--- src/rtl/dmach_pkg.sv ---
package dmach_pkg;

  typedef enum logic [1:0] {
    ST_IDLE  = 2'd0,
    ST_FETCH = 2'd1,
    ST_RD    = 2'd2,
    ST_WR    = 2'd3
  } seq_st_t;

  // register word offsets
  localparam logic [2:0] REG_SET  = 3'd0;
  localparam logic [2:0] REG_CLR  = 3'd1;
  localparam logic [2:0] REG_STAT = 3'd2;
  localparam logic [2:0] REG_HEAD = 3'd3;
  localparam logic [2:0] REG_FLAG = 3'd4;

  // command / status bit positions
  localparam int BIT_RUN  = 0;
  localparam int BIT_SUSP = 1;

  // flag bits
  localparam int FLG_DESC  = 0;
  localparam int FLG_CHAIN = 1;
  localparam int FLG_ERR   = 2;
  localparam int FLG_W     = 3;

  // descriptor layout
  localparam int DESC_WORDS = 5;
  localparam int CA_SW_LSB  = 16;
  localparam int CA_DW_LSB  = 20;
  localparam int CB_SFIX    = 0;
  localparam int CB_DFIX    = 1;
  localparam int CB_IEN     = 8;

endpackage

--- src/rtl/dmach_step.sv ---
module dmach_step #(
  parameter int AW = 32
) (
  input  logic [AW-1:0] addr_i,
  input  logic          fixed_i,
  input  logic [1:0]    width_i,
  output logic [AW-1:0] addr_o
);
  logic [AW-1:0] incr;

  always_comb begin
    incr   = {{(AW-1){1'b0}}, 1'b1} << width_i;
    addr_o = fixed_i ? addr_i : addr_i + incr;
  end
endmodule

--- src/rtl/dmach_regs.sv ---
module dmach_regs
  import dmach_pkg::*;
#(
  parameter int AW = 32,
  parameter int DW = 32
) (
  input  logic          clk,
  input  logic          rst_n,
  input  logic          cfg_wr,
  input  logic          cfg_rd,
  input  logic [2:0]    cfg_addr,
  input  logic [DW-1:0] cfg_wdata,
  output logic [DW-1:0] cfg_rdata,
  input  logic          active_i,
  input  logic          ev_desc_i,
  input  logic          ev_chain_i,
  input  logic          ev_err_i,
  output logic [AW-1:0] head_o,
  output logic          start_o,
  output logic          stop_o,
  output logic          susp_o,
  output logic          irq_o
);
  logic [AW-1:0]    head_q, head_n;
  logic             susp_q, susp_n;
  logic [FLG_W-1:0] flg_q, flg_n;
  logic             wr_set, wr_clr, wr_head, rd_flag;

  always_comb begin
    wr_set  = cfg_wr && (cfg_addr == REG_SET);
    wr_clr  = cfg_wr && (cfg_addr == REG_CLR);
    wr_head = cfg_wr && (cfg_addr == REG_HEAD);
    rd_flag = cfg_rd && (cfg_addr == REG_FLAG);

    start_o = wr_set && cfg_wdata[BIT_RUN] && !active_i;
    stop_o  = wr_clr && cfg_wdata[BIT_RUN];

    head_n = wr_head ? cfg_wdata[AW-1:0] : head_q;

    susp_n = susp_q;
    if (ev_err_i || stop_o)                 susp_n = 1'b0;
    else if (wr_set && cfg_wdata[BIT_SUSP]) susp_n = 1'b1;
    else if (wr_clr && cfg_wdata[BIT_SUSP]) susp_n = 1'b0;

    flg_n = rd_flag ? '0 : flg_q;
    flg_n[FLG_DESC]  = flg_n[FLG_DESC]  | ev_desc_i;
    flg_n[FLG_CHAIN] = flg_n[FLG_CHAIN] | ev_chain_i;
    flg_n[FLG_ERR]   = flg_n[FLG_ERR]   | ev_err_i;

    cfg_rdata = '0;
    case (cfg_addr)
      REG_STAT: begin
        cfg_rdata[BIT_RUN]  = active_i;
        cfg_rdata[BIT_SUSP] = susp_q;
      end
      REG_HEAD: cfg_rdata[AW-1:0]    = head_q;
      REG_FLAG: cfg_rdata[FLG_W-1:0] = flg_q;
      default:  cfg_rdata = '0;
    endcase
  end

  always_ff @(posedge clk or negedge rst_n) begin
    if (!rst_n) begin
      head_q <= '0;
      susp_q <= 1'b0;
      flg_q  <= '0;
    end else begin
      if (wr_head) head_q <= head_n;
      susp_q <= susp_n;
      flg_q  <= flg_n;
    end
  end

  assign head_o = head_q;
  assign susp_o = susp_q;
  assign irq_o  = |flg_q;
endmodule

--- src/rtl/dmach_seq.sv ---
module dmach_seq
  import dmach_pkg::*;
#(
  parameter int AW    = 32,
  parameter int DW    = 32,
  parameter int CNT_W = 16
) (
  input  logic          clk,
  input  logic          rst_n,
  input  logic          start_i,
  input  logic          stop_i,
  input  logic          susp_i,
  input  logic [AW-1:0] head_i,
  output logic          mem_req,
  output logic          mem_we,
  output logic [AW-1:0] mem_addr,
  output logic [DW-1:0] mem_wdata,
  input  logic [DW-1:0] mem_rdata,
  input  logic          mem_ack,
  input  logic          mem_err,
  output logic          active_o,
  output logic          ev_desc_o,
  output logic          ev_chain_o,
  output logic          ev_err_o
);
  localparam int IDX_W = $clog2(DESC_WORDS + 1);

  seq_st_t          st_q, st_n;
  logic [IDX_W-1:0] idx_q, idx_n;
  logic [AW-1:0]    dsc_q, dsc_n, src_q, src_n, dst_q, dst_n, nxt_q, nxt_n;
  logic [AW-1:0]    src_step, dst_step, nptr;
  logic [CNT_W-1:0] cnt_q, cnt_n, rem_q, rem_n;
  logic [1:0]       sw_q, sw_n, dw_q, dw_n;
  logic             sfix_q, sfix_n, dfix_q, dfix_n, ien_q, ien_n;
  logic [DW-1:0]    buf_q, buf_n;
  logic             busy_q, busy_n, stp_q, stp_n, desc_end;

  dmach_step #(.AW(AW)) u_src_step (
    .addr_i(src_q), .fixed_i(sfix_q), .width_i(sw_q), .addr_o(src_step));
  dmach_step #(.AW(AW)) u_dst_step (
    .addr_i(dst_q), .fixed_i(dfix_q), .width_i(dw_q), .addr_o(dst_step));

  always_comb begin
    st_n = st_q;   idx_n = idx_q;  dsc_n = dsc_q;  src_n = src_q;
    dst_n = dst_q; nxt_n = nxt_q;  cnt_n = cnt_q;  rem_n = rem_q;
    sw_n = sw_q;   dw_n = dw_q;    sfix_n = sfix_q; dfix_n = dfix_q;
    ien_n = ien_q; buf_n = buf_q;  busy_n = busy_q;
    desc_end = 1'b0; ev_desc_o = 1'b0; ev_chain_o = 1'b0; ev_err_o = 1'b0;
    nptr = (st_q == ST_FETCH) ? mem_rdata[AW-1:0] : nxt_q;

    if (st_q == ST_IDLE) begin
      if (start_i) begin
        dsc_n = head_i;
        idx_n = '0;
        st_n  = ST_FETCH;
      end
    end else if (!busy_q) begin
      // a stop is honoured only between beats and between fetch words
      if (st_q != ST_WR && stp_q) st_n   = ST_IDLE;
      else if (!susp_i)           busy_n = 1'b1;
    end else if (mem_ack) begin
      busy_n = 1'b0;
      if (mem_err) begin
        ev_err_o = 1'b1;
        st_n     = ST_IDLE;
      end else begin
        case (st_q)
          ST_FETCH: begin
            case (idx_q)
              3'd0: src_n = mem_rdata[AW-1:0];
              3'd1: dst_n = mem_rdata[AW-1:0];
              3'd2: begin
                cnt_n = mem_rdata[CNT_W-1:0];
                sw_n  = mem_rdata[CA_SW_LSB +: 2];
                dw_n  = mem_rdata[CA_DW_LSB +: 2];
              end
              3'd3: begin
                sfix_n = mem_rdata[CB_SFIX];
                dfix_n = mem_rdata[CB_DFIX];
                ien_n  = mem_rdata[CB_IEN];
              end
              default: begin
                nxt_n = mem_rdata[AW-1:0];
                rem_n = cnt_q;
                if (cnt_q == '0) desc_end = 1'b1;
                else             st_n     = ST_RD;
              end
            endcase
            if (idx_q < IDX_W'(DESC_WORDS - 1)) idx_n = idx_q + 1'b1;
          end
          ST_RD: begin
            buf_n = mem_rdata;
            st_n  = ST_WR;
          end
          default: begin
            src_n = src_step;
            dst_n = dst_step;
            rem_n = rem_q - 1'b1;
            if (rem_q == {{(CNT_W-1){1'b0}}, 1'b1}) desc_end = 1'b1;
            else                                     st_n     = ST_RD;
          end
        endcase
      end
    end

    if (desc_end) begin
      ev_desc_o = ien_q;
      if (nptr == '0) begin
        ev_chain_o = 1'b1;
        st_n       = ST_IDLE;
      end else begin
        dsc_n = nptr;
        idx_n = '0;
        st_n  = ST_FETCH;
      end
    end

    stp_n = (st_n == ST_IDLE) ? 1'b0 : (stp_q | stop_i);
  end

  always_ff @(posedge clk or negedge rst_n) begin
    if (!rst_n) begin
      st_q <= ST_IDLE; idx_q <= '0; dsc_q <= '0; src_q <= '0; dst_q <= '0;
      nxt_q <= '0; cnt_q <= '0; rem_q <= '0; sw_q <= '0; dw_q <= '0;
      sfix_q <= 1'b0; dfix_q <= 1'b0; ien_q <= 1'b0; buf_q <= '0;
      busy_q <= 1'b0; stp_q <= 1'b0;
    end else begin
      st_q   <= st_n;
      busy_q <= busy_n;
      stp_q  <= stp_n;
      idx_q  <= idx_n;
      dsc_q  <= dsc_n;
      if (busy_q && mem_ack) begin
        src_q <= src_n; dst_q <= dst_n; nxt_q <= nxt_n; cnt_q <= cnt_n;
        rem_q <= rem_n; sw_q <= sw_n; dw_q <= dw_n; sfix_q <= sfix_n;
        dfix_q <= dfix_n; ien_q <= ien_n; buf_q <= buf_n;
      end
    end
  end

  always_comb begin
    mem_req   = busy_q;
    mem_we    = (st_q == ST_WR);
    mem_wdata = buf_q;
    case (st_q)
      ST_RD:   mem_addr = src_q;
      ST_WR:   mem_addr = dst_q;
      default: mem_addr = dsc_q + {{(AW-IDX_W-2){1'b0}}, idx_q, 2'b00};
    endcase
    active_o = (st_q != ST_IDLE);
  end
endmodule

--- src/rtl/dmach_top.sv ---
module dmach_top #(
  parameter int AW    = 32,
  parameter int DW    = 32,
  parameter int CNT_W = 16
) (
  input  logic          clk,
  input  logic          rst_n,
  input  logic          cfg_wr,
  input  logic          cfg_rd,
  input  logic [2:0]    cfg_addr,
  input  logic [DW-1:0] cfg_wdata,
  output logic [DW-1:0] cfg_rdata,
  output logic          mem_req,
  output logic          mem_we,
  output logic [AW-1:0] mem_addr,
  output logic [DW-1:0] mem_wdata,
  input  logic [DW-1:0] mem_rdata,
  input  logic          mem_ack,
  input  logic          mem_err,
  output logic          irq
);
  logic          active_w, susp_w, start_w, stop_w;
  logic          ev_desc_w, ev_chain_w, ev_err_w;
  logic [AW-1:0] head_w;

  dmach_regs #(.AW(AW), .DW(DW)) u_regs (
    .clk(clk), .rst_n(rst_n), .cfg_wr(cfg_wr), .cfg_rd(cfg_rd),
    .cfg_addr(cfg_addr), .cfg_wdata(cfg_wdata), .cfg_rdata(cfg_rdata),
    .active_i(active_w), .ev_desc_i(ev_desc_w), .ev_chain_i(ev_chain_w),
    .ev_err_i(ev_err_w), .head_o(head_w), .start_o(start_w),
    .stop_o(stop_w), .susp_o(susp_w), .irq_o(irq));

  dmach_seq #(.AW(AW), .DW(DW), .CNT_W(CNT_W)) u_seq (
    .clk(clk), .rst_n(rst_n), .start_i(start_w), .stop_i(stop_w),
    .susp_i(susp_w), .head_i(head_w), .mem_req(mem_req), .mem_we(mem_we),
    .mem_addr(mem_addr), .mem_wdata(mem_wdata), .mem_rdata(mem_rdata),
    .mem_ack(mem_ack), .mem_err(mem_err), .active_o(active_w),
    .ev_desc_o(ev_desc_w), .ev_chain_o(ev_chain_w), .ev_err_o(ev_err_w));
endmodule

--- config.mk ---
export PLATFORM = sky130hd
export DESIGN_NAME = dmach_top
export DESIGN_NICKNAME = d
export VERILOG_FILES = /design/src/rtl/dmach_pkg.sv /design/src/rtl/dmach_step.sv /design/src/rtl/dmach_regs.sv /design/src/rtl/dmach_seq.sv /design/src/rtl/dmach_top.sv
export SDC_FILE = /design/constraint.sdc
export NUM_CORES = 1
export LEC_CHECK = 0
export BUFFER_PORTS_ARGS = -buffer_cell sky130_fd_sc_hd__buf_2
export CAP_MARGIN = 20
export CORE_MARGIN = 4
export CORE_UTILIZATION = 50
export CTS_CLUSTER_SIZE = 8
export DETAILED_ROUTE_END_ITERATION = 16
export HOLD_SLACK_MARGIN = 0.1
export PLACE_DENSITY_LB_ADDON = 0.15
export SYNTH_ARGS = -nofsm -noshare
export SYNTH_HDL_FRONTEND = slang
export SYNTH_HIERARCHICAL = 1
export SYNTH_SLANG_ARGS = --single-unit
--- constraint.sdc ---
create_clock -name clk -period 5.6 [get_ports clk]
set_input_delay 0.28 -clock clk [delete_from_list [all_inputs] [get_ports clk]]
set_output_delay 0.28 -clock clk [all_outputs]
set_load 0.05 [all_outputs]
* Yosys cells after proc, flatten, opt, wreduce, memory -nomap -nowiden
Index checks and enable logic that the tools add are counted.
** Storage, ports and cells
- Register bits after elaboration :: 242
- ROM bits :: 0
- Memories kept :: 0
- Input port bits :: 73
- Word-level logic and storage cells :: 144
- Bits in latches :: 0
- Output and inout port bits :: 99
- Bits in writable memories :: 0
** Operators by class
- Add/subtract/negate cells :: 5
- Divide/modulo/power cells :: 0
- Equal/unequal tests :: 17
- Mux-type cells :: 62
- Magnitude comparators :: 1
- Bitwise logic cells :: 8
- Multiply operators :: 0
- Reduce and logical (&&, ||, !) cells :: 30
- Shift-type cells :: 2
** Operator list (count)
- 2-to-1 mux 32 bit :: 9
- case mux 32 bit (2 select lines) :: 3
- adder 32 bit :: 2
- left shift 1 x 2 -> 32 bit (first input constant) :: 2
- adder 32 x 5 -> 32 bit :: 1
- zero test 32 bit :: 1
- case mux 16 bit (2 select lines) :: 1
- 2-to-1 mux 3 bit :: 10
- 2-to-1 mux 29 bit :: 1
- AND reduction 7 bit :: 4
- 2-to-1 mux 1 bit :: 23
- 2-to-1 mux 2 bit :: 10
- == test 16 x 1 -> 1 bit (second input constant) :: 1
- zero test 16 bit :: 1
- 2-to-1 mux 16 bit :: 1
- AND reduction 8 bit :: 2
- subtractor 16 x 1 -> 16 bit (second input constant) :: 1
- == test 3 x 2 -> 1 bit (second input constant) :: 4
- inequality test 2 bit (second input constant) :: 6
- logical AND 1 bit :: 11
- == test 3 x 1 -> 1 bit (second input constant) :: 2
- zero test 3 bit :: 2
- case mux 2 bit (3 select lines) :: 1
- AND reduction 6 bit :: 1
- other kinds (16) :: 25

* Longest topological paths before layout
Gate-level depths: netlist of run 1.
- Depth after elaboration :: 11
- Mapped depth :: 11

* By module
Netlist of run 1, hierarchy kept.
** Modules (own cells, without submodules)
- dmach_seq :: instances 1, cells an instance 1004, seq. area each 5154.9 um^2, area each 10978.0 um^2
- dmach_regs :: instances 1, cells an instance 128, seq. area each 900.9 um^2, area each 1776.7 um^2
- dmach_step (u_seq.u_dst_step) :: instances 1, cells an instance 111, seq. area each 0.0 um^2, area each 810.8 um^2
- dmach_step (u_seq.u_src_step) :: instances 1, cells an instance 111, seq. area each 0.0 um^2, area each 800.8 um^2

* Worst setup path after synthesis of run 1
No wires, ideal clock.
- Path kind :: reg2out
- Start :: register u_seq.idx_q[0]
- End :: output mem_addr[30]
- Arrival time :: 3.150 ns
- Required time :: 5.320 ns
- Stages on the path, launching flop included :: 9
- Setup slack :: 2.170 ns
- Cell sequence :: dfrtp_1 -> ha_1 -> inv_1 -> fa_1 -> nand2b_1 -> a2111oi_4 -> nand4_1 -> xor2_1 -> o21ai_0
** Between the ends
- Cells in the longest elaborated chain, start to end :: 2
** RTL lines
- start: declaration :: line dmach_seq.sv:29 : logic [IDX_W-1:0] idx_q, idx_n;
- start signal: assignment :: line dmach_seq.sv:131 : idx_q <= idx_n;
- adder 32 x 5 -> 32 bit :: line dmach_seq.sv:148 : default: mem_addr = dsc_q + {{(AW-IDX_W-2){1'b0}}, idx_q, 2'b00};
- case mux 32 bit (2 select lines) :: line dmach_seq.sv:145 : case (st_q)
- end: declaration :: line dmach_top.sv:15 : output logic [AW-1:0] mem_addr,
Every way passes these cells.

* Final worst setup path of run 1
Same ends and word-level chain as after synthesis.

==> flow_summary_export.csv, run 1 <==
group,metric,value,unit
worst_setup_path,reg2reg_from,"u_seq/st_q[1]",
run_status,status,"completed",
placement,dp_cells,1838,
floorplanning,core_area,28100,um^2
layout,fin_cells,1913,
grt,grt_max_degree,127,
logic_synthesis,async_flop_share,1.00,
grt,use_met2,0.445,
layout,drive_gt1_frac,0.247,
layout,syn2layout_area_growth,16.5,%
timing,finalHoldViolCount,0,
logic_synthesis,syn_area,14400,um^2
worst_setup_path,cp.required,5.32,ns
placement,hpwl,29.3,mm
floorplanning,pin_count,172,
cts,clock_latency,0.51,ns
detailed_routing,first_iter_violations,1375,
layout,final_cell_mix,"dfrtp_1 (242), buf_2 (170), mux2i_1 (162), nor2_1 (97), mux2_2 (95)",
grt,grt_use_met3,0.0432,
timing,tightestPinTransition,1.07,ns
floorplanning,die_h,178,um
detailed_routing,via_per_inst,6.06,
timing,slew_headroom,0.283,
logic_synthesis,avgSynthCellArea,10.6,um^2
cts,post_cts_buffers,0,
floorplanning,dieArea,31500,um^2
worst_setup_path,cp_num_buf_inv,2,
grt,top_usage_layer,"met2",
detailed_routing,drc,0,
cts,clockBufferDepth,3,
logic_synthesis,synth_edf_count,0,
cts,cts_buffers,36,
worst_setup_path,path_class,"reg2out",
timing,finalMaxSlewViolations,0,
logic_synthesis,ys.flop_type,"dfrtp_1",
cts,clock_sinks,242,
floorplanning,die_x,178,um
timing,clock.fmax,0.266,GHz
min_path,hold_path_startpoint,"cfg_rd",
min_path,hold_path.class,"in2reg",
timing,holdWs,0.125,ns
layout,nFillCells,2429,
timing,rsz0062_at_grt,"no",
worst_setup_path,max_stage_delay,0.72,ns
timing,final.min_clock_period,3.75,ns
logic_synthesis,yosys_warnings,6,
layout,final_nets,1630,
power,pwr_density_cell,536,nW/um^2
cts,cts_tree,"yes",
worst_setup_path,startpoint_type,"register",
grt,track_usage,0.270,
job,maxCapViolCount,0,
floorplanning,start_util,0.511,
grt,grt_pass1_vias,11295,
worst_setup_path,crit_family,"compound AO/OA/AOI/OAI gates",
timing,tns,0,ns
worst_setup_path,cp_max_fo,9,
detailed_routing,ant_nets,0,
cts,clk_pin_slew,0.05,ns
logic_synthesis,ys_ff_latch,242,
detailed_routing,vias,11597,
grt,grt_use_met1,0.379,
layout,diodes,0,
worst_setup_path,crit_start,"u_seq/idx_q[0]",
worst_setup_path,endpoint_kind,"primary output",
timing,clock_skew,0.0182,ns
logic_synthesis,syn_nets,1451,
power,ir_drop,452,uV
detailed_routing,drt_pass1_iterations,5,
worst_setup_path,crit_slowest_cell,"a2111oi_4",
detailed_routing,drt_wl_total,42.7,mm
placement,port_buffers,171,
timing,fin_crit_sh,0.670,
timing,setup_viol,0,
detailed_routing,wire_per_inst,22.3,um
power,power_leakage,7.60,nW
grt,overflow,0,
grt,grt_pass1_wl,66.6,mm
cts,root_buffer,"clkbuf_16",
grt,antenna_found_initial,1,
worst_setup_path,crit_arrival,3.47,ns
layout,final_common_cell,"dfrtp_1",
placement,place.gp.congestion,0.918,
logic_synthesis,synthCells,1354,
floorplanning,rows,61,
cts,h-tree-depth,2,
logic_synthesis,ys_seq_area_frac,0.422,
logic_synthesis,ys_types,78,
worst_setup_path,crit_chain,"ha_1 > inv_1 > fa_1 > nand2b_1 > a2111oi_4 > nand4_1 > xor2_1 > o21ai_0 > buf_2",
==> cells by family after synthesis <==
group | share of synthesized area
mux | 0.219
buf+inv | 0.0338
simple gates | 0.147
flops | 0.422
compound gates | 0.104
fa+ha+maj | 0.0225
xor+xnor | 0.0530
==> metrics by stage <==
step	worst slack [ns]	area (um^2)	total power [W]	utilization
floorplan	2.17	14400	0.00586	-
global placement	2.38	15400	0.00695	0.549
detailed placement	2.28	15400	0.00702	0.549
CTS	1.92	16700	0.00898	0.596
global route	1.64	16700	0.00948	0.596
finish	1.85	16700	0.00897	0.596
==> report_power, final <==
group,switching [W],leakage [nW],internal [W]
sequential,0.000692,3.05,0.00230
combinational,0.00264,4.08,0.00144
clock,0.000764,0.468,0.00114
total,0.00409,7.60,0.00488
==> worst register-to-register path, cell delays in order, from the launching register on <==
cell     delay, ns
dfrtp_1       0.42
inv_1         0.13
ha_4          0.55
buf_4         0.52
nor4_1        0.13
nand4_1       0.11
o22ai_1       0.16
a21oi_4       0.57
buf_4         0.45
mux2i_1       0.25
==> state kept, by name, summed over array words and instances, names as in the netlist <==
name / cells
u_regs/head_o: 32
u_seq/dsc_q: 32
u_seq/dst_q: 32
u_seq/mem_wdata: 32
u_seq/nxt_q: 32
u_seq/src_q: 32
u_seq/cnt_q: 16
u_seq/rem_q: 16
u_regs/flg_q: 3
u_seq/idx_q: 3
u_seq/dw_q: 2
u_seq/st_q: 2
u_seq/sw_q: 2
u_regs/susp_o: 1
u_seq/dfix_q: 1
u_seq/ien_q: 1
u_seq/mem_req: 1
u_seq/sfix_q: 1
u_seq/stp_q: 1
==> final timing paths <==
kind                                       endpoint  slack, ns  cells past startpoint
max in group asynchronous           u_seq/src_q[23]       3.99                      3
min in group asynchronous           u_regs/flg_q[0]       0.40                      2
worst min register to register  u_seq/mem_wdata[19]       0.50                      1
worst min-delay path                u_regs/flg_q[2]       0.13                      3
worst max-delay path                   mem_addr[30]       1.85                      9
worst max register to register      u_seq/dsc_q[25]       2.24                      9
==> Yosys cell counts (5+ instances only) <==
master / n / area, um^2
a211oi_1: 6 / 45.0
a21o_1: 8 / 60.1
a21oi_1: 91 / 455
a22oi_1: 39 / 293
and2_1: 35 / 219
and3_1: 7 / 43.8
and4_1: 9 / 78.8
buf_1: 8 / 30.0
buf_2: 23 / 115
buf_6: 7 / 78.8
clkbuf_1: 35 / 131
dfrtp_1: 242 / 6060
ha_1: 21 / 263
inv_1: 16 / 60.1
mux2_2: 95 / 1070
mux2_4: 30 / 450
mux2i_1: 162 / 1620
nand2_1: 47 / 176
nand2b_1: 6 / 37.5
nand3_1: 33 / 165
nand4_1: 30 / 188
nor2_1: 98 / 368
nor2b_1: 5 / 31.3
nor3_1: 33 / 165
nor3b_1: 10 / 75.1
nor4_1: 24 / 150
nor4b_1: 9 / 78.8
o21ai_0: 44 / 220
o21ai_1: 5 / 25.0
o22ai_1: 11 / 68.8
or4_1: 6 / 45.0
xnor2_1: 41 / 359
xor2_1: 46 / 403
==> routing by layer <==
metal	vias to the layer above	wire [um]
met5	-	13
met2	434	20300
li1	5328	-
met4	2	862
met1	5754	18700
met3	79	2800
==> area by class of cell <==
class                           instances  area, um^2  share of cell area
Tap cell                              378         473              0.0283
Multi-Input combinational cell       1018        7860               0.470
Timing Repair Buffer                  219        1330              0.0793
Clock inverter                          4        57.6             0.00344
Inverter                               16        60.1             0.00359
Clock buffer                           36         901              0.0538
Sequential cell                       242        6060               0.362
==> what timing repair did <==
action                                 in CTS  in global routing
resized for setup                           0                  0
hold buffers                               35                  0
endpoints found under the hold margin     150                  0
(Power assumes the default switching activity.)
==> inputs of run 2 (changes only) <==
==> constraint.sdc (replaced) <==
create_clock -name clk -period 3.2 [get_ports clk]
set_input_delay 0.16 -clock clk [delete_from_list [all_inputs] [get_ports clk]]
set_output_delay 0.16 -clock clk [all_outputs]
set_load 0.05 [all_outputs]
==> flow_summary_export.csv, run 2 (synthesized netlist as in run 1, its figures left out) <==
group,metric,value,unit
power,power_leakage,7.82,nW
worst_setup_path,crit_start,"u_seq/dsc_q[2]",
layout,diodes,0,
timing,tightestPinTransition,0.919,ns
worst_setup_path,path_common_cell,"buf_6",
detailed_routing,first_iter_violations,985,
cts,root_buffer,"clkbuf_16",
timing,final.min_clock_period,3.11,ns
worst_setup_path,cp_max_fo,5,
cts,clk_pin_slew,0.05,ns
worst_setup_path,reg2reg_setup_slack,0.42,ns
layout,fin_area,17200,um^2
cts,cts_tree,"yes",
grt,grt_max_degree,92,
worst_setup_path,crit_path_end,"mem_addr[20]",
placement,hpwl,30.0,mm
detailed_routing,vias,11687,
min_path,hold_path.class,"in2reg",
placement,placed_cell_area,15600,um^2
placement,port_buffers,171,
layout,final_nets,1671,
grt,track_usage,0.270,
grt,overflow,0,
detailed_routing,via_per_inst,5.98,
min_path,hold_path_startpoint,"mem_rdata[4]",
detailed_routing,drc,0,
layout,multi_input_area,7870,um^2
cts,clock_latency,0.51,ns
grt,grt_pass1_wl,66.6,mm
detailed_routing,wire_per_inst,22.0,um
timing,finalMaxSlewViolations,0,
power,ir_drop,955,uV
floorplanning,core_area,28100,um^2
timing,finalHoldViolCount,0,
cts,cts_buffers,36,
worst_setup_path,path_class,"reg2out",
layout,fin_cells,1954,
timing,fin_crit_sh,0.971,
placement,place.gp.congestion,0.935,
run_status,status,"completed",
worst_setup_path,reg2reg_depth,8,
worst_setup_path,crit_chain,"ha_1 > inv_1 > fa_2 > nand2b_4 > a2111oi_4 > buf_6 > nand4_1 > xor2_1 > o21ai_1 > buf_6",
worst_setup_path,cp.depth,10,
layout,seq_area,6060,um^2
detailed_routing,drt_pass1_iterations,5,
floorplanning,die_x,178,um
worst_setup_path,crit_slowest_cell,"a2111oi_4",
worst_setup_path,reg2reg_from,"u_seq/st_q[1]",
layout,nFillCells,2430,
worst_setup_path,cp.required,3.04,ns
cts,clockBufferDepth,3,
floorplanning,die_h,178,um
power,power,0.0159,W
timing,clock.fmax,0.322,GHz
timing,setup_viol,0,
timing,slew_headroom,0.388,
floorplanning,rows,61,
layout,syn2layout_area_growth,19.7,%
worst_setup_path,crit_family,"compound AO/OA/AOI/OAI gates",
layout,drive_gt1_frac,0.254,
worst_setup_path,endpoint_kind,"primary output",
worst_setup_path,cp_num_buf_inv,3,
timing,tns,0,ns
floorplanning,start_util,0.511,
layout,final_cell_mix,"dfrtp_1 (241), buf_2 (164), mux2i_1 (162), nor2_1 (97), mux2_2 (95)",
cts,clock_sinks,242,
grt,antenna_found_initial,0,
detailed_routing,drt_wl_total,43.1,mm
worst_setup_path,startpoint_type,"register",
timing,clock_skew,0.0121,ns
floorplanning,dieArea,31500,um^2
job,maxCapViolCount,0,
worst_setup_path,crit_arrival,2.95,ns
floorplanning,pin_count,172,
worst_setup_path,r2r-end,"u_seq/dsc_q[19]",
cts,h-tree-depth,2,
worst_setup_path,max_stage_delay,0.43,ns
placement,dp_cells,1853,
grt,grt_pass1_vias,11599,
layout,final_common_cell,"dfrtp_1",
detailed_routing,ant_nets,0,
power,pwr_density_cell,926,nW/um^2
run 2: cell count changes in the layout (fill, tap and decap cells not counted), sizes merged:
cell,change
clkbuf,+3
buf,+15
dlygate4sd3,+24
inv,+2
clkinv,-3
run 2: what timing repair did:
action	CTS	global route
pin swaps	0	1
gates resized for setup	4	16
hold buffers	59	0
cloned	0	1
hold endpoints to repair	216	0
buffers inserted	1	0
setup endpoints to repair	10	12
run 2: through the flow:
| step | utilization | setup WS, ns | hold slack, ns |
|---|---|---|---|
| detailed placement | 0.555 | 0.412 | 0.230 |
| global placement | 0.555 | 0.470 | 0.235 |
| CTS | 0.611 | 0.00490 | 0.105 |
| floorplan | - | 0.111 | -0.136 |
| finish | 0.612 | 0.0943 | 0.103 |
| global route | 0.612 | -0.000521 | 0.119 |
run 2: worst min-delay path by stage:
stage | slack [ns] | to | cells past startpoint
detailed placement | 0.23 | u_regs/flg_q[2] | 1
global route | 0.12 | u_seq/dst_q[0] | 3
global placement | 0.24 | u_regs/flg_q[1] | 1
finish | 0.10 | u_seq/mem_wdata[4] | 2
CTS | 0.11 | u_seq/src_q[4] | 3
floorplan | -0.14 | u_regs/flg_q[0] | 0
run 2: per-layer routing:
layer,global-route usage,vias to the layer above,part of all wire
li1,-,5391,-
met1,0.359,5777,0.42
met2,0.454,449,0.48
met3,0.0467,70,0.069
met4,0.0770,0,0.027
met5,0,-,0
run 2: area by class of cell:
cell class	count	share of cell area
clock inverters	3	0.00153
clock buffers	37	0.0539
multi-input cells	1018	0.458
inverters	16	0.00349
flip-flops and latches	242	0.352
well taps	378	0.0275
repair buffers	260	0.103
run 2: power by group:
group | switching (W) | leakage (nW) | internal [W] | total, W
Sequential | 0.00122 | 3.05 | 0.00402 | 0.00524
Clock | 0.00130 | 0.469 | 0.00203 | 0.00333
Combinational | 0.00470 | 4.30 | 0.00265 | 0.00735
==> inputs of run 3 (changes only) <==
--- a/config.mk
+++ b/config.mk
@@ -12,7 +12,8 @@
 export CTS_CLUSTER_SIZE = 8
 export DETAILED_ROUTE_END_ITERATION = 16
 export HOLD_SLACK_MARGIN = 0.1
-export PLACE_DENSITY_LB_ADDON = 0.15
+export PLACE_DENSITY = 0.74
+export SETUP_SLACK_MARGIN = 0.5
 export SYNTH_ARGS = -nofsm -noshare
 export SYNTH_HDL_FRONTEND = slang
 export SYNTH_HIERARCHICAL = 1
==> flow_summary_export.csv, run 3 (synthesized netlist as in run 1, its figures left out) <==
group,metric,value,unit
floorplanning,pin_count,172,
detailed_routing,drt_pass1_iterations,7,
floorplanning,die_x,178,um
cts,root_buffer,"clkbuf_16",
floorplanning,rows,61,
cts,h-tree-depth,2,
worst_setup_path,endpoint_kind,"primary output",
grt,grt_pass1_wl,68.4,mm
power,pwr_density_cell,932,nW/um^2
detailed_routing,ant_nets,0,
power,p_sw,0.00743,W
grt,overflow,0,
cts,cts_tree,"yes",
floorplanning,core_area,28100,um^2
timing,final.min_clock_period,3.10,ns
min_path,hold_path.class,"in2reg",
worst_setup_path,crit_arrival,2.94,ns
power,swShare,0.454,
grt,grt_pass1_vias,11897,
power,seq_power_share,0.321,
detailed_routing,drt_wl_total,44.2,mm
placement,port_buffers,171,
timing,slew_headroom,0.516,
detailed_routing,drc,0,
grt,antenna_found_initial,1,
detailed_routing,first_iter_violations,1206,
worst_setup_path,crit_slowest_cell,"a2111oi_4",
layout,final_util,0.625,
detailed_routing,wire_per_inst,22.4,um
job,maxCapViolCount,0,
detailed_routing,via_per_inst,6.15,
floorplanning,start_util,0.511,
worst_setup_path,path_class,"reg2out",
timing,finalHoldViolCount,0,
floorplanning,die_h,178,um
timing,rsz0062_at_grt,"yes",
power,power_frac_comb,0.473,
grt,grt_max_degree,94,
layout,nFillCells,2313,
cts,clock_latency,0.53,ns
timing,finalMaxSlewViolations,0,
timing,clock.fmax,0.323,GHz
timing,setup_viol,0,
cts,clk_pin_slew,0.05,ns
worst_setup_path,path_common_cell,"buf_6",
cts,cts_buffers,36,
layout,drive_gt1_frac,0.272,
timing,tns,0,ns
layout,final_common_cell,"dfrtp_1",
placement,hpwl,29.5,mm
placement,place.gp.congestion,0.970,
layout,syn2layout_area_growth,22.2,%
timing,fin_crit_sh,0.967,
worst_setup_path,cp.required,3.04,ns
worst_setup_path,max_stage_delay,0.42,ns
timing,tightestPinTransition,0.726,ns
cts,clock_sinks,242,
timing,clock_skew,0.0272,ns
power,ir_drop,1160,uV
worst_setup_path,cp_max_fo,5,
layout,final_nets,1684,
power,clockPowerShare,0.206,
power,power_leakage,7.92,nW
worst_setup_path,startpoint_type,"register",
worst_setup_path,crit_chain,"ha_2 > inv_2 > fa_2 > nand2b_4 > a2111oi_4 > buf_6 > nand4_1 > xor2_1 > o21ai_1 > buf_6",
cts,clockBufferDepth,3,
detailed_routing,vias,12122,
floorplanning,dieArea,31500,um^2
grt,track_usage,0.276,
power,power.internal,0.00894,W
layout,final_cell_mix,"dfrtp_1 (237), mux2i_1 (162), buf_2 (142), nor2_1 (96), mux2_2 (95)",
run_status,status,"completed",
## run 3: cell count changes in the layout (fill, tap and decap cells not counted), moves of 8 or more
cell	previous run	this run
o21ai_0	34	26
buf_2	164	142
buf_6	4	23
buf_4	25	38
## run 3: final timing paths
path | startpoint | end | slack [ns] | depth (start not counted)
worst max-delay path | u_seq/dsc_q[2] | mem_addr[30] | 0.10 | 10
worst min-delay path | mem_rdata[0] | u_seq/nxt_q[0] | 0.10 | 2
worst max register to register | u_seq/st_q[1] | u_seq/dsc_q[31] | 0.62 | 8
worst min register to register | u_seq/mem_wdata[4] | u_seq/mem_wdata[4] | 0.50 | 1
max in group asynchronous | rst_n | u_seq/dst_q[8] | 2.14 | 3
min in group asynchronous | rst_n | u_seq/cnt_q[7] | 0.27 | 2
## run 3: area by class of cell
| cell class | instances | area [um^2] | area share |
|---|---|---|---|
| clock inverters | 4 | 50.0 | 0.00285 |
| multi-input cells | 1018 | 7970 | 0.454 |
| repair buffers | 273 | 2030 | 0.116 |
| well taps | 378 | 473 | 0.0269 |
| clock buffers | 39 | 912 | 0.0520 |
| diodes | 1 | 2.50 | 0.000143 |
| flip-flops and latches | 242 | 6060 | 0.345 |
| inverters | 16 | 63.8 | 0.00363 |
## run 3: stage by stage
stage / std cells / setup slack, ns / cell area [um^2] / power, W / hold WS, ns
after floorplan: 1354 / 0.243 / 14400 / 0.0103 / -0.136
final: 1971 / 0.104 / 17600 / 0.0164 / 0.104
after global placement: 1850 / 0.509 / 15600 / 0.0122 / 0.231
after detailed placement: 1850 / 0.476 / 15600 / 0.0124 / 0.242
after global routing: 1970 / 0.0763 / 17600 / 0.0171 / 0.113
after CTS: 1965 / 0.217 / 17400 / 0.0162 / 0.107
## run 3: per-layer routing
layer  vias up  part of all wire  global-route usage
met2       599              0.47               0.453
met5         -           0.00029                   0
met1      5977              0.40               0.357
met4         2             0.044               0.114
met3       128             0.080              0.0560
li1       5416                 -                   -
## run 3: worst max-delay path: cells and delay by family (launching register included)
kind | cells | cell delay (ns)
AO/OA/AOI/OAI | 2 | 0.61
XOR/XNOR | 1 | 0.19
AND/OR/NAND/NOR | 2 | 0.30
buffers and inverters | 3 | 0.43
adder cells (fa/ha/maj) | 2 | 0.53
flip-flops | 1 | 0.36
## run 3: repair_timing
action | CTS | global route
hold endpoints to repair | 227 | 0
gates resized for setup | 66 | 23
hold buffers | 61 | 0
cloned | 2 | 0
setup buffers | 9 | 5
setup endpoints to repair | 29 | 76
pin swaps | 7 | 5
## run 3: power by group through the flow
stage                     clock (W)  combinational, W  sequential (W)
final                       0.00337           0.00774         0.00526
after global routing        0.00354           0.00823         0.00537
after CTS                   0.00344           0.00753         0.00521
after detailed placement          0           0.00715         0.00524
after global placement            0           0.00699         0.00519
after floorplan                   0           0.00494         0.00536
